$ cat src/rtl/bnk_pkg.sv
package bnk_pkg;

  typedef enum logic [2:0] {
    BK_USR = 3'd0,
    BK_FIQ = 3'd1,
    BK_IRQ = 3'd2,
    BK_SVC = 3'd3,
    BK_ABT = 3'd4,
    BK_UND = 3'd5
  } bank_e;

  localparam logic [4:0] MD_USR = 5'b10000;
  localparam logic [4:0] MD_FIQ = 5'b10001;
  localparam logic [4:0] MD_IRQ = 5'b10010;
  localparam logic [4:0] MD_SVC = 5'b10011;
  localparam logic [4:0] MD_ABT = 5'b10111;
  localparam logic [4:0] MD_UND = 5'b11011;
  localparam logic [4:0] MD_SYS = 5'b11111;

  localparam int NSHARED = 7;   // registers 0..6
  localparam int NHIGH   = 6;   // registers 7..12
  localparam int NBANK   = 6;   // user/system plus five exception banks
  localparam int NSPSR   = NBANK - 1;
  localparam int HI_USR_BASE = NSHARED;
  localparam int HI_FIQ_BASE = NSHARED + NHIGH;
  localparam int SPLR_BASE   = NSHARED + 2 * NHIGH;
  localparam int NPHYS       = SPLR_BASE + 2 * NBANK;
  localparam int PIDX_W      = $clog2(NPHYS + 1);
  localparam int SSEL_W      = $clog2(NSPSR);
  localparam logic [PIDX_W-1:0] PHYS_NONE = PIDX_W'(NPHYS);

  function automatic bank_e bank_of(input logic [4:0] m);
    case (m)
      MD_FIQ:  return BK_FIQ;
      MD_IRQ:  return BK_IRQ;
      MD_SVC:  return BK_SVC;
      MD_ABT:  return BK_ABT;
      MD_UND:  return BK_UND;
      default: return BK_USR;
    endcase
  endfunction

  // Physical slot for a register number in a bank; PHYS_NONE for register 15.
  function automatic logic [PIDX_W-1:0] phys_of(input logic [3:0] r, input bank_e b);
    int v;
    if (r == 4'd15)                v = NPHYS;
    else if (int'(r) < NSHARED)    v = int'(r);
    else if (r <= 4'd12)           v = ((b == BK_FIQ) ? HI_FIQ_BASE : HI_USR_BASE) + int'(r) - NSHARED;
    else                           v = SPLR_BASE + 2 * int'(b) + int'(r) - 13;
    return PIDX_W'(v);
  endfunction

  function automatic logic [SSEL_W-1:0] spsr_slot(input bank_e b);
    return SSEL_W'(int'(b) - 1);
  endfunction

endpackage

$ cat src/rtl/bnk_mode_decode.sv
module bnk_mode_decode
  import bnk_pkg::*;
(
  input  logic [4:0] mode,
  output bank_e      bank,
  output logic       has_spsr
);
  always_comb begin
    bank     = bank_of(mode);
    has_spsr = (bank != BK_USR);
  end
endmodule

$ cat src/rtl/bnk_gpr_array.sv
module bnk_gpr_array
  import bnk_pkg::*;
#(
  parameter int DW = 32
) (
  input  logic              clk,
  input  logic              rst_n,
  input  logic [NPHYS-1:0]  we_n,
  input  logic [DW-1:0]     wd_n,
  input  logic [NPHYS-1:0]  we_x,
  input  logic [DW-1:0]     wd_x,
  input  logic [PIDX_W-1:0] ra,
  input  logic [PIDX_W-1:0] rb,
  output logic [DW-1:0]     qa,
  output logic [DW-1:0]     qb
);
  logic [NPHYS*DW-1:0] flat;

  for (genvar i = 0; i < NPHYS; i++) begin : g_ent
    logic [DW-1:0] q;
    always_ff @(posedge clk or negedge rst_n) begin
      if (!rst_n)       q <= '0;
      else if (we_x[i]) q <= wd_x;
      else if (we_n[i]) q <= wd_n;
    end
    assign flat[i*DW +: DW] = q;
  end

  always_comb begin
    qa = '0;
    qb = '0;
    if (int'(ra) < NPHYS) qa = flat[int'(ra)*DW +: DW];
    if (int'(rb) < NPHYS) qb = flat[int'(rb)*DW +: DW];
  end
endmodule

$ cat src/rtl/bnk_spsr_store.sv
module bnk_spsr_store
  import bnk_pkg::*;
#(
  parameter int DW = 32
) (
  input  logic              clk,
  input  logic              rst_n,
  input  logic [NSPSR-1:0]  we_n,
  input  logic [DW-1:0]     wd_n,
  input  logic [NSPSR-1:0]  we_x,
  input  logic [DW-1:0]     wd_x,
  input  logic [SSEL_W-1:0] rsel,
  input  logic              rvalid,
  output logic [DW-1:0]     q
);
  logic [NSPSR*DW-1:0] flat;

  for (genvar i = 0; i < NSPSR; i++) begin : g_slot
    logic [DW-1:0] s;
    always_ff @(posedge clk or negedge rst_n) begin
      if (!rst_n)       s <= '0;
      else if (we_x[i]) s <= wd_x;
      else if (we_n[i]) s <= wd_n;
    end
    assign flat[i*DW +: DW] = s;
  end

  always_comb begin
    q = '0;
    if (rvalid && int'(rsel) < NSPSR) q = flat[int'(rsel)*DW +: DW];
  end
endmodule

$ cat src/rtl/bnk_regfile.sv
module bnk_regfile
  import bnk_pkg::*;
#(
  parameter int DW = 32
) (
  input  logic          clk,
  input  logic          rst_n,
  input  logic [4:0]    mode_i,
  input  logic [3:0]    rd_a_idx,
  output logic [DW-1:0] rd_a_data,
  input  logic [3:0]    rd_b_idx,
  output logic [DW-1:0] rd_b_data,
  input  logic          wr_en,
  input  logic [3:0]    wr_idx,
  input  logic [DW-1:0] wr_data,
  input  logic [DW-1:0] pc_i,
  output logic          pc_load_o,
  output logic [DW-1:0] pc_load_data,
  input  logic          spsr_wr_en,
  input  logic [DW-1:0] spsr_wr_data,
  output logic [DW-1:0] spsr_rd_data,
  input  logic          exc_en,
  input  logic [4:0]    exc_mode,
  input  logic [DW-1:0] exc_lr,
  input  logic [DW-1:0] exc_cpsr
);
  bank_e cur_bank, exc_bank;
  logic  cur_has, exc_has;

  bnk_mode_decode u_dec_cur (.mode(mode_i),   .bank(cur_bank), .has_spsr(cur_has));
  bnk_mode_decode u_dec_exc (.mode(exc_mode), .bank(exc_bank), .has_spsr(exc_has));

  logic [PIDX_W-1:0] pa, pb, pw, px;
  logic [NPHYS-1:0]  we_norm, we_exc;
  logic [NSPSR-1:0]  sp_we_norm, sp_we_exc;
  logic              wr_collide;
  logic [DW-1:0]     qa, qb;

  always_comb begin
    pa = phys_of(rd_a_idx, cur_bank);
    pb = phys_of(rd_b_idx, cur_bank);
    pw = phys_of(wr_idx,   cur_bank);
    px = phys_of(4'd14,    exc_bank);

    we_norm = '0;
    if (wr_en && pw != PHYS_NONE) we_norm[pw] = 1'b1;
    we_exc = '0;
    if (exc_en && exc_has) we_exc[px] = 1'b1;

    sp_we_norm = '0;
    if (spsr_wr_en && cur_has) sp_we_norm[spsr_slot(cur_bank)] = 1'b1;
    sp_we_exc = '0;
    if (exc_en && exc_has) sp_we_exc[spsr_slot(exc_bank)] = 1'b1;
  end

  // Named event for the checker: both ports aimed at one storage cell.
  assign wr_collide = |(we_norm & we_exc);

  bnk_gpr_array #(.DW(DW)) u_gpr (
    .clk(clk), .rst_n(rst_n),
    .we_n(we_norm), .wd_n(wr_data),
    .we_x(we_exc),  .wd_x(exc_lr),
    .ra(pa), .rb(pb), .qa(qa), .qb(qb)
  );

  bnk_spsr_store #(.DW(DW)) u_spsr (
    .clk(clk), .rst_n(rst_n),
    .we_n(sp_we_norm), .wd_n(spsr_wr_data),
    .we_x(sp_we_exc),  .wd_x(exc_cpsr),
    .rsel(spsr_slot(cur_bank)), .rvalid(cur_has),
    .q(spsr_rd_data)
  );

  always_comb begin
    rd_a_data    = (rd_a_idx == 4'd15) ? pc_i : qa;
    rd_b_data    = (rd_b_idx == 4'd15) ? pc_i : qb;
    pc_load_o    = wr_en && (wr_idx == 4'd15);
    pc_load_data = wr_data;
  end
endmodule

$ cat config.mk
export PLATFORM = sky130hd
export DESIGN_NAME = bnk_regfile
export DESIGN_NICKNAME = d
export VERILOG_FILES = /design/src/rtl/bnk_pkg.sv /design/src/rtl/bnk_mode_decode.sv /design/src/rtl/bnk_gpr_array.sv /design/src/rtl/bnk_spsr_store.sv /design/src/rtl/bnk_regfile.sv
export SDC_FILE = /design/constraint.sdc
export NUM_CORES = 2
export LEC_CHECK = 0
export BUFFER_PORTS_ARGS = -buffer_cell sky130_fd_sc_hd__buf_2
export CORE_ASPECT_RATIO = 0.7
export CORE_UTILIZATION = 63
export CTS_BUF_LIST = sky130_fd_sc_hd__clkbuf_16
export DETAILED_ROUTE_END_ITERATION = 16
export PLACE_DENSITY = 0.81
export SLEW_MARGIN = 20
export SYNTH_ARGS = -nofsm -noshare
export SYNTH_HDL_FRONTEND = slang
export SYNTH_SLANG_ARGS = --single-unit
$ cat constraint.sdc
create_clock -name clk -period 5.65 [get_ports clk]
set_input_delay 0.2825 -clock clk [delete_from_list [all_inputs] [get_ports clk]]
set_output_delay 0.2825 -clock clk [all_outputs]
set_load 0.1 [all_outputs]
# Word level (Yosys, flattened, before mapping)
# Index checks and enable logic that the tools add are counted.
[word_totals] regBits=1152 in_bits=187 wordCells=237 out_inout_bits=129
[classes] add_sub_neg=18 n_eq_ne=15 mux=101 n_shift=3 magnitude_cmp=17 reduce_logical=47
[ops] cell="$mux W32" count=77
[ops] cell="$shiftx A992 B11 Y32" count=2
[ops] cell="$shiftx A160 B9 Y32" count=1
[ops] cell="$reduce_bool A2 Y1" count=36
[ops] cell="$mux W31" count=2
[ops] cell="$mux W5" count=11
[ops] cell="$eq A5 B5 Y1 const B" count=10
[ops] cell="$pmux W3 S5" count=2
[ops] cell="$sub A5 B4 Y5 const B" count=4
[ops] cell="$add A4 B4 Y5" count=3
[ops] cell="$add A5 B4 Y5" count=3
[ops] cell="$eq A4 B4 Y1 const B" count=3
[ops] cell="$le A4 B4 Y1 const B" count=3
[ops] cell="$lt A4 B3 Y1 const B" count=3
[ops] cell="$lt A5 B6 Y1 const B" count=2
[ops] cell="$add A5 B4 Y5 const A" count=2
[ops] cell="$demux W1 S5" count=2
[ops] cell="$ge A5 B1 Y1 const B" count=2
[ops] cell="$lt A5 B5 Y1 const B" count=2
[ops] cell="$sub A5 B5 Y5 const B" count=2
[ops] cell="$logic_and A1 B1 Y1" count=9
[ops] cell="$lt A3 B4 Y1 const B" count=2
[ops] cell="$demux W1 S3" count=2
[ops] cell="$ge A3 B1 Y1 const B" count=2
[ops] cell="9 further kinds" count=14

# Depth between registers and ports, before layout
[depth] ltp_word=16 ltp_mapped=22 ltp_nobuf=18

# Cells and area by module
# From an unflattened synthesis, not the netlist that was laid out.
[unflattened] cells_unflattened=7052 hier_area_um2=73053.8
[by_module_without_submodules] mod="bnk_gpr_array" cells_each=5807 area_per_inst_um2=61600.3 seq_area_each_um2=24823.8 n_inst=1
[by_module_without_submodules] mod="bnk_spsr_store" cells_each=848 area_per_inst_um2=8529.4 seq_area_each_um2=4003.8 n_inst=1
[by_module_without_submodules] mod="bnk_regfile" cells_each=375 area_per_inst_um2=2781.4 seq_area_each_um2=0.0 n_inst=1
[by_module_without_submodules] mod="bnk_mode_decode" cells_each=11 area_per_inst_um2=71.3 seq_area_each_um2=0.0 n_inst=2

# Worst setup path after synthesis
# No wires, ideal clock.
[synth_timing] path_kind="input to output" start="input mode_i[3]" end="output rd_a_data[19]" setup_slack_ps=-1641 n_path_buf=4 t_required_ps=5368 arrival_ps=7008 cell_stages=18 path_cell_list="nor2b_1 -> nor3_1 -> buf_2 -> buf_1 -> ha_1 -> ha_1 -> inv_1 -> ha_1 -> fa_1 -> maj3_1 -> o2bb2ai_1 -> nand2_1 -> o21a_1 -> or4_1 -> buf_1 -> clkbuf_1 -> o21ai_0 -> nor4_1"
[synth_via] elab_chain_len=12 elab_cells_between_ends=20 classes_between="5 x add/sub; 1 x order compare; 6 x eq/ne; 1 x shift; 7 x mux"
[synth_lines] element="from (decl)" line_no="bnk_regfile.sv:8" source="input logic [4:0] mode_i,"
[synth_lines] element="$eq A5 B5 Y1" line_no="bnk_pkg.sv:33" source="case (m)"
[synth_lines] element="$pmux W3 S5 *" line_no="bnk_pkg.sv:33"
[synth_lines] element="parallel branches: the longest is 4 deep, another holds $add A5 B4 Y5"
[synth_lines] element="$mux W5 *" line_no="bnk_pkg.sv:48" source="else if (r <= 4'd12) v = ((b == BK_FIQ) ? HI_FIQ_BASE : HI_USR_BASE) + int'(r) - NSHARED;"
[synth_lines] element="$mux W5 *" line_no="bnk_pkg.sv:47" source="else if (int'(r) < NSHARED) v = int'(r);"
[synth_lines] element="$mux W5 *" line_no="bnk_pkg.sv:46" source="if (r == 4'd15) v = NPHYS;"
[synth_lines] element="$shiftx A992 B11 Y32 or $lt A5 B5 Y1 (tied branches)" line_no="bnk_gpr_array.sv:32" source="if (int'(ra) < NPHYS) qa = flat[int'(ra)*DW +: DW];"
[synth_lines] element="$mux W32 *" line_no="bnk_gpr_array.sv:32"
[synth_lines] element="$mux W32 *" line_no="bnk_regfile.sv:75" source="rd_a_data = (rd_a_idx == 4'd15) ? pc_i : qa;"
[synth_lines] element="to (decl)" line_no="bnk_regfile.sv:10" source="output logic [DW-1:0] rd_a_data,"
# Mark *: on every way between the ends.

# Worst setup path after layout
[layout_timing] start="input mode_i[2]" end="output rd_b_data[4]"
[layout_via] elab_chain_len=12 elab_cells_between_ends=20 classes_between="5 x add/sub; 1 x order compare; 6 x eq/ne; 1 x shift; 7 x mux"
[layout_lines] element="$eq A5 B5 Y1" line_no="bnk_pkg.sv:33"
[layout_lines] element="$pmux W3 S5 *" line_no="bnk_pkg.sv:33"
[layout_lines] element="parallel branches: the longest is 4 deep, another holds $add A5 B4 Y5"
[layout_lines] element="$mux W5 *" line_no="bnk_pkg.sv:48"
[layout_lines] element="$mux W5 *" line_no="bnk_pkg.sv:47"
[layout_lines] element="$mux W5 *" line_no="bnk_pkg.sv:46"
[layout_lines] element="$shiftx A992 B11 Y32 or $lt A5 B5 Y1 (tied branches)" line_no="bnk_gpr_array.sv:33" source="if (int'(rb) < NPHYS) qb = flat[int'(rb)*DW +: DW];"
[layout_lines] element="$mux W32 *" line_no="bnk_gpr_array.sv:33"
[layout_lines] element="$mux W32 *" line_no="bnk_regfile.sv:76" source="rd_b_data = (rd_b_idx == 4'd15) ? pc_i : qb;"
[layout_lines] element="to (decl)" line_no="bnk_regfile.sv:12" source="output logic [DW-1:0] rd_b_data,"
# Marks and branches as above.

==> results.md <==
Min path:
- The hold-critical path endpoint is u_gpr.g_ent[20].q[4]$_DFFE_PN0P_.
- The class of the most critical hold timing path is input pin to register.
- The source of the worst hold timing path is wr_data[4].
- The cell depth of the worst min-delay path is 3.

Floorplanning:
- The die is 396 um wide.
- After floorplanning, the core was sized to cover 107000 um^2.
- The placement row count is 100.
- 316 I/O pins were placed.
- The initial standard-cell utilization of the core is 64.0%.
- The area enclosed by the die boundary is 110000 um^2.
- From bottom edge to top edge, the die measures 278 um.

Logic synthesis:
- The Yosys warning count is 0.
- The count of different cell masters after synthesis is 84.
- Summing the sequential cell areas from Yosys gives 42.1% of the chip area.
- The total standard cell area after synthesis is 68500 um^2.
- Synthesis produced a netlist with a net count of 6686.
- The post-synthesis average cell area is 10.6 um^2.
- For this run, the leading register cell type out of synthesis is sky130_fd_sc_hd__dfrtp_1.
- The synthesized flop and latch total is 1152.
- Synthesis handed over a netlist of 6462 instances.
- The synthesized design contains 0 enable-type register cells.
- The async set-or-reset flop fraction in the synthesized netlist is 100%.

Job:
- The max-cap violation count is 0.

GRT:
- The initial antenna violation count is 18.
- The total routing resource utilization after global routing is 45.6%.
- The number of global-route vias before repair came to 59900.
- The pin count of the biggest net entering global routing is 173.
- The overflow left after global routing is 0.
- The first global-routing pass estimated 376000 um of wire.

Clock tree:
- The H-tree was split into 3 levels.
- The clock sink total is 1152.
- The latest clock arrival within the worst-skew pair is 0.74 ns.
- CTS placed an instance of sky130_fd_sc_hd__clkbuf_16 at the clock tree root.
- Counting the buffers created by CTS gives 111.
- The maximum buffer depth of the clock tree is 3.
- In this run, post-CTS repair resized a total of 0 instances.
- Clock-pin slew was measured on the worst setup and hold paths at 0.07 ns.
- TritonCTS built the clock tree.

Setup path:
- The required time at the worst-slack endpoint is 5.37 ns.
- The worst setup path is captured at an output pin.
- The type of element launching the critical path is an input pin.
- The logic depth of the worst register-to-register path is 2.
- The launching point of the worst reg2reg path is u_gpr.g_ent[16].q[5]$_DFFE_PN0P_.
- The largest fanout of any net on the critical path is 21.
- Data arrives at the worst endpoint at 5.18 ns.
- The endpoint of the worst register-to-register path is u_gpr.g_ent[16].q[5]$_DFFE_PN0P_.
- The worst register-to-register path has a setup slack of 4.74 ns.
- The type of the setup path with the least slack is input pin to output pin.

Detailed routing:
- Before antenna repair, the detailed router went through 7 iterations.
- The wire length reported by the detailed router is 253000 um.
- The routed wirelength normalized by instance count is 31.2 um.
- For this block, the via count after detailed routing is 60200.
- The number of design rule violations left after detail routing is 0.
- The count of nets left with antenna violations once routing finished came out at 0.
- Dividing the detail-routed via count by the number of cells gives 7.44.
- The DRC violation total after the first TritonRoute iteration is 9604.

STA:
- The time the final worst path needs with I/O delays and setup is 5.46 ns.
- Dividing the final minimum period by the clock period gives 96.6%.
- The number of failing setup endpoints in the final timing report is 0.
- In the post-route analysis, the smallest setup slack over all paths is 0.191 ns.
- At the pin with the least slew margin, the transition time is 1.23 ns.
- For the final database, setup skew stands at 0 ns.
- The maximum frequency from static timing analysis is 183 MHz.
- The worst slew slack as a fraction of its limit is 17.8%.
- The smallest hold slack is 0.0783 ns.
- The max-slew violation count is 0.
- Setup repair after global routing left no endpoint under its margin.
- The number of hold-slack violations in the final timing report was 0.

Placed design:
- At the placement stage, the worst setup path has a slack of 0.403 ns.
- The half-perimeter wire length of the detailed placement result is 146000 um.
- The final estimated routing congestion in global placement is 0.928.
- Buffers placed on the I/O ports in this run total 315.

Run status:
- The run finished with clean final reports.

Finish:
- From synthesis to final layout, the design area changed by 13.6%.
- The fraction of final layout cells with drive strength greater than 1 is 24.9%.
- The net count of the finished layout is 6774.

Power and ir drop:
- In this run the power density over the cells is 414 nW/um^2.
- In this run the static leakage power is 0.0346 uW.
- The maximum vdd drop is 0.307 mV.
- The sum of internal, switching and leakage power is 32200 uW.
how the worst max path moves through the flow:
stage	from	end	slack (ns)	cells after the start
2_1_floorplan	mode_i[3]	rd_b_data[23]	-0.39	16
3_3_place_gp	mode_i[2]	rd_b_data[6]	0.23	20
3_5_place_dp	mode_i[2]	rd_b_data[0]	0.40	17
4_1_cts	mode_i[2]	rd_b_data[4]	0.35	17
5_1_grt	mode_i[2]	rd_b_data[4]	0.07	17
6_report	mode_i[2]	rd_b_data[4]	0.19	17
layout by cell type (no fill, tap or decap), drive strengths merged, types with 22 or more instances in the layout:
| master | Yosys | routed |
|---|---|---|
| nand3 | 100 | 100 |
| mux2i | 831 | 831 |
| a31oi | 134 | 134 |
| nor2b | 32 | 32 |
| a32o | 35 | 35 |
| a21oi | 335 | 335 |
| nor2 | 440 | 440 |
| inv | 32 | 54 |
| a22oi | 26 | 26 |
| a22o | 29 | 29 |
| and3 | 33 | 33 |
| nor4 | 33 | 33 |
| buf | 250 | 519 |
| a32oi | 22 | 22 |
| dlygate4sd3 | 0 | 129 |
| mux4 | 360 | 360 |
| mux2 | 482 | 482 |
| ha | 31 | 31 |
| nand2 | 928 | 928 |
| o21ai | 506 | 506 |
| o211ai | 69 | 69 |
| a211oi | 22 | 22 |
| clkinv | 1 | 58 |
| dfrtp | 1152 | 1152 |
| clkbuf | 423 | 114 |
final cells by class:
class                      instances  area [um^2]
multi-input combinational       4604        37700
fill                            7020        29200
sequential                      1152        28800
timing repair buffer             648         5730
clock buffer                     114         2850
tap                             1428         1790
clock inverter                    94          757
inverter                          33          124
antenna                           12         30.0
per-stage QoR:
step                      TNS, ns  cell area (um^2)  instances  util, %
after floorplan            -0.886             69000       6462        -
after detailed placement        0             72900       7736     68.1
after CTS                       0             77800       8073     72.7
after global routing            0             77800       8082     72.7
final                           0             77800       8085     72.7
after global placement          0             72900       7735     68.1
critical path, stage by stage:
cell and delay [ns]:
sky130_fd_sc_hd__buf_2 0.12, sky130_fd_sc_hd__or3_1 0.51, sky130_fd_sc_hd__ha_4 0.21, sky130_fd_sc_hd__nand2_1 0.17, sky130_fd_sc_hd__inv_1 0.12, sky130_fd_sc_hd__ha_1 0.31, sky130_fd_sc_hd__and4b_1 0.21, sky130_fd_sc_hd__nor4_1 0.57
sky130_fd_sc_hd__and2_4 0.54, sky130_fd_sc_hd__buf_12 0.26, sky130_fd_sc_hd__buf_4 0.29, sky130_fd_sc_hd__mux2i_1 0.27, sky130_fd_sc_hd__o21ai_0 0.14, sky130_fd_sc_hd__a31oi_1 0.30, sky130_fd_sc_hd__o21ai_0 0.28, sky130_fd_sc_hd__a22o_1 0.24
sky130_fd_sc_hd__buf_2 0.29
kinds of logic after synthesis:
| logic type | after synthesis | synth area share [%] |
|---|---|---|
| adder cells (fa/ha/maj) | 41 | 0.800 |
| XOR/XNOR | 11 | 0.141 |
| AO/OA/AOI/OAI | 1248 | 10.7 |
| flip-flops | 1152 | 42.1 |
| AND/OR/NAND/NOR | 1631 | 9.80 |
| buffers and inverters | 706 | 4.53 |
| multiplexers | 1673 | 31.9 |
synth_stat cells (26+ instances only):
library cell,n,area share [%]
sky130_fd_sc_hd__dfrtp_1,1152,42
sky130_fd_sc_hd__nand2_1,928,5.1
sky130_fd_sc_hd__mux2i_1,831,12
sky130_fd_sc_hd__mux2_2,471,7.7
sky130_fd_sc_hd__o21ai_0,469,3.4
sky130_fd_sc_hd__nor2_1,437,2.4
sky130_fd_sc_hd__clkbuf_1,421,2.3
sky130_fd_sc_hd__mux4_2,360,12
sky130_fd_sc_hd__a21oi_1,335,2.4
sky130_fd_sc_hd__buf_2,154,1.1
sky130_fd_sc_hd__a31oi_1,132,1.2
sky130_fd_sc_hd__nand3_1,100,0.73
sky130_fd_sc_hd__o211ai_1,68,0.75
sky130_fd_sc_hd__buf_4,65,0.71
sky130_fd_sc_hd__a32o_1,35,0.51
sky130_fd_sc_hd__o21ai_1,35,0.26
sky130_fd_sc_hd__and3_1,33,0.30
sky130_fd_sc_hd__nor2b_1,32,0.29
sky130_fd_sc_hd__ha_1,31,0.57
sky130_fd_sc_hd__nor4_1,31,0.28
sky130_fd_sc_hd__inv_1,30,0.16
sky130_fd_sc_hd__a22o_1,29,0.37
sky130_fd_sc_hd__buf_1,29,0.16
sky130_fd_sc_hd__a22oi_1,26,0.28
layer usage:
metal / track usage (%) / vias up / share of wire, %
li1: - / 23700 / -
met4: 27.7 / 12 / 7.2
met1: 58.8 / 29400 / 34
met2: 63.6 / 5667 / 42
met5: 0.740 / - / 0.068
met3: 19.4 / 1373 / 17
power by group:
part / total (uW) / switching [uW] / leakage [uW] / internal, uW
registers: 13300 / 2280 / 0.0148 / 11000
clock network: 7630 / 3510 / 0.00186 / 4120
logic: 11200 / 6070 / 0.0180 / 5170
sequential cells by signal, summed over array words and instances, names as in the netlist:
signal	count
u_gpr.g_ent.q	992
u_spsr.g_slot.s	160
timing repair:
action,4_1_cts,5_1_grt
hold endpoints to repair,546,0
setup endpoints to repair,0,0
setup buffers,0,0
hold buffers,129,0
Note: power is estimated with default switching activity, not from simulation.
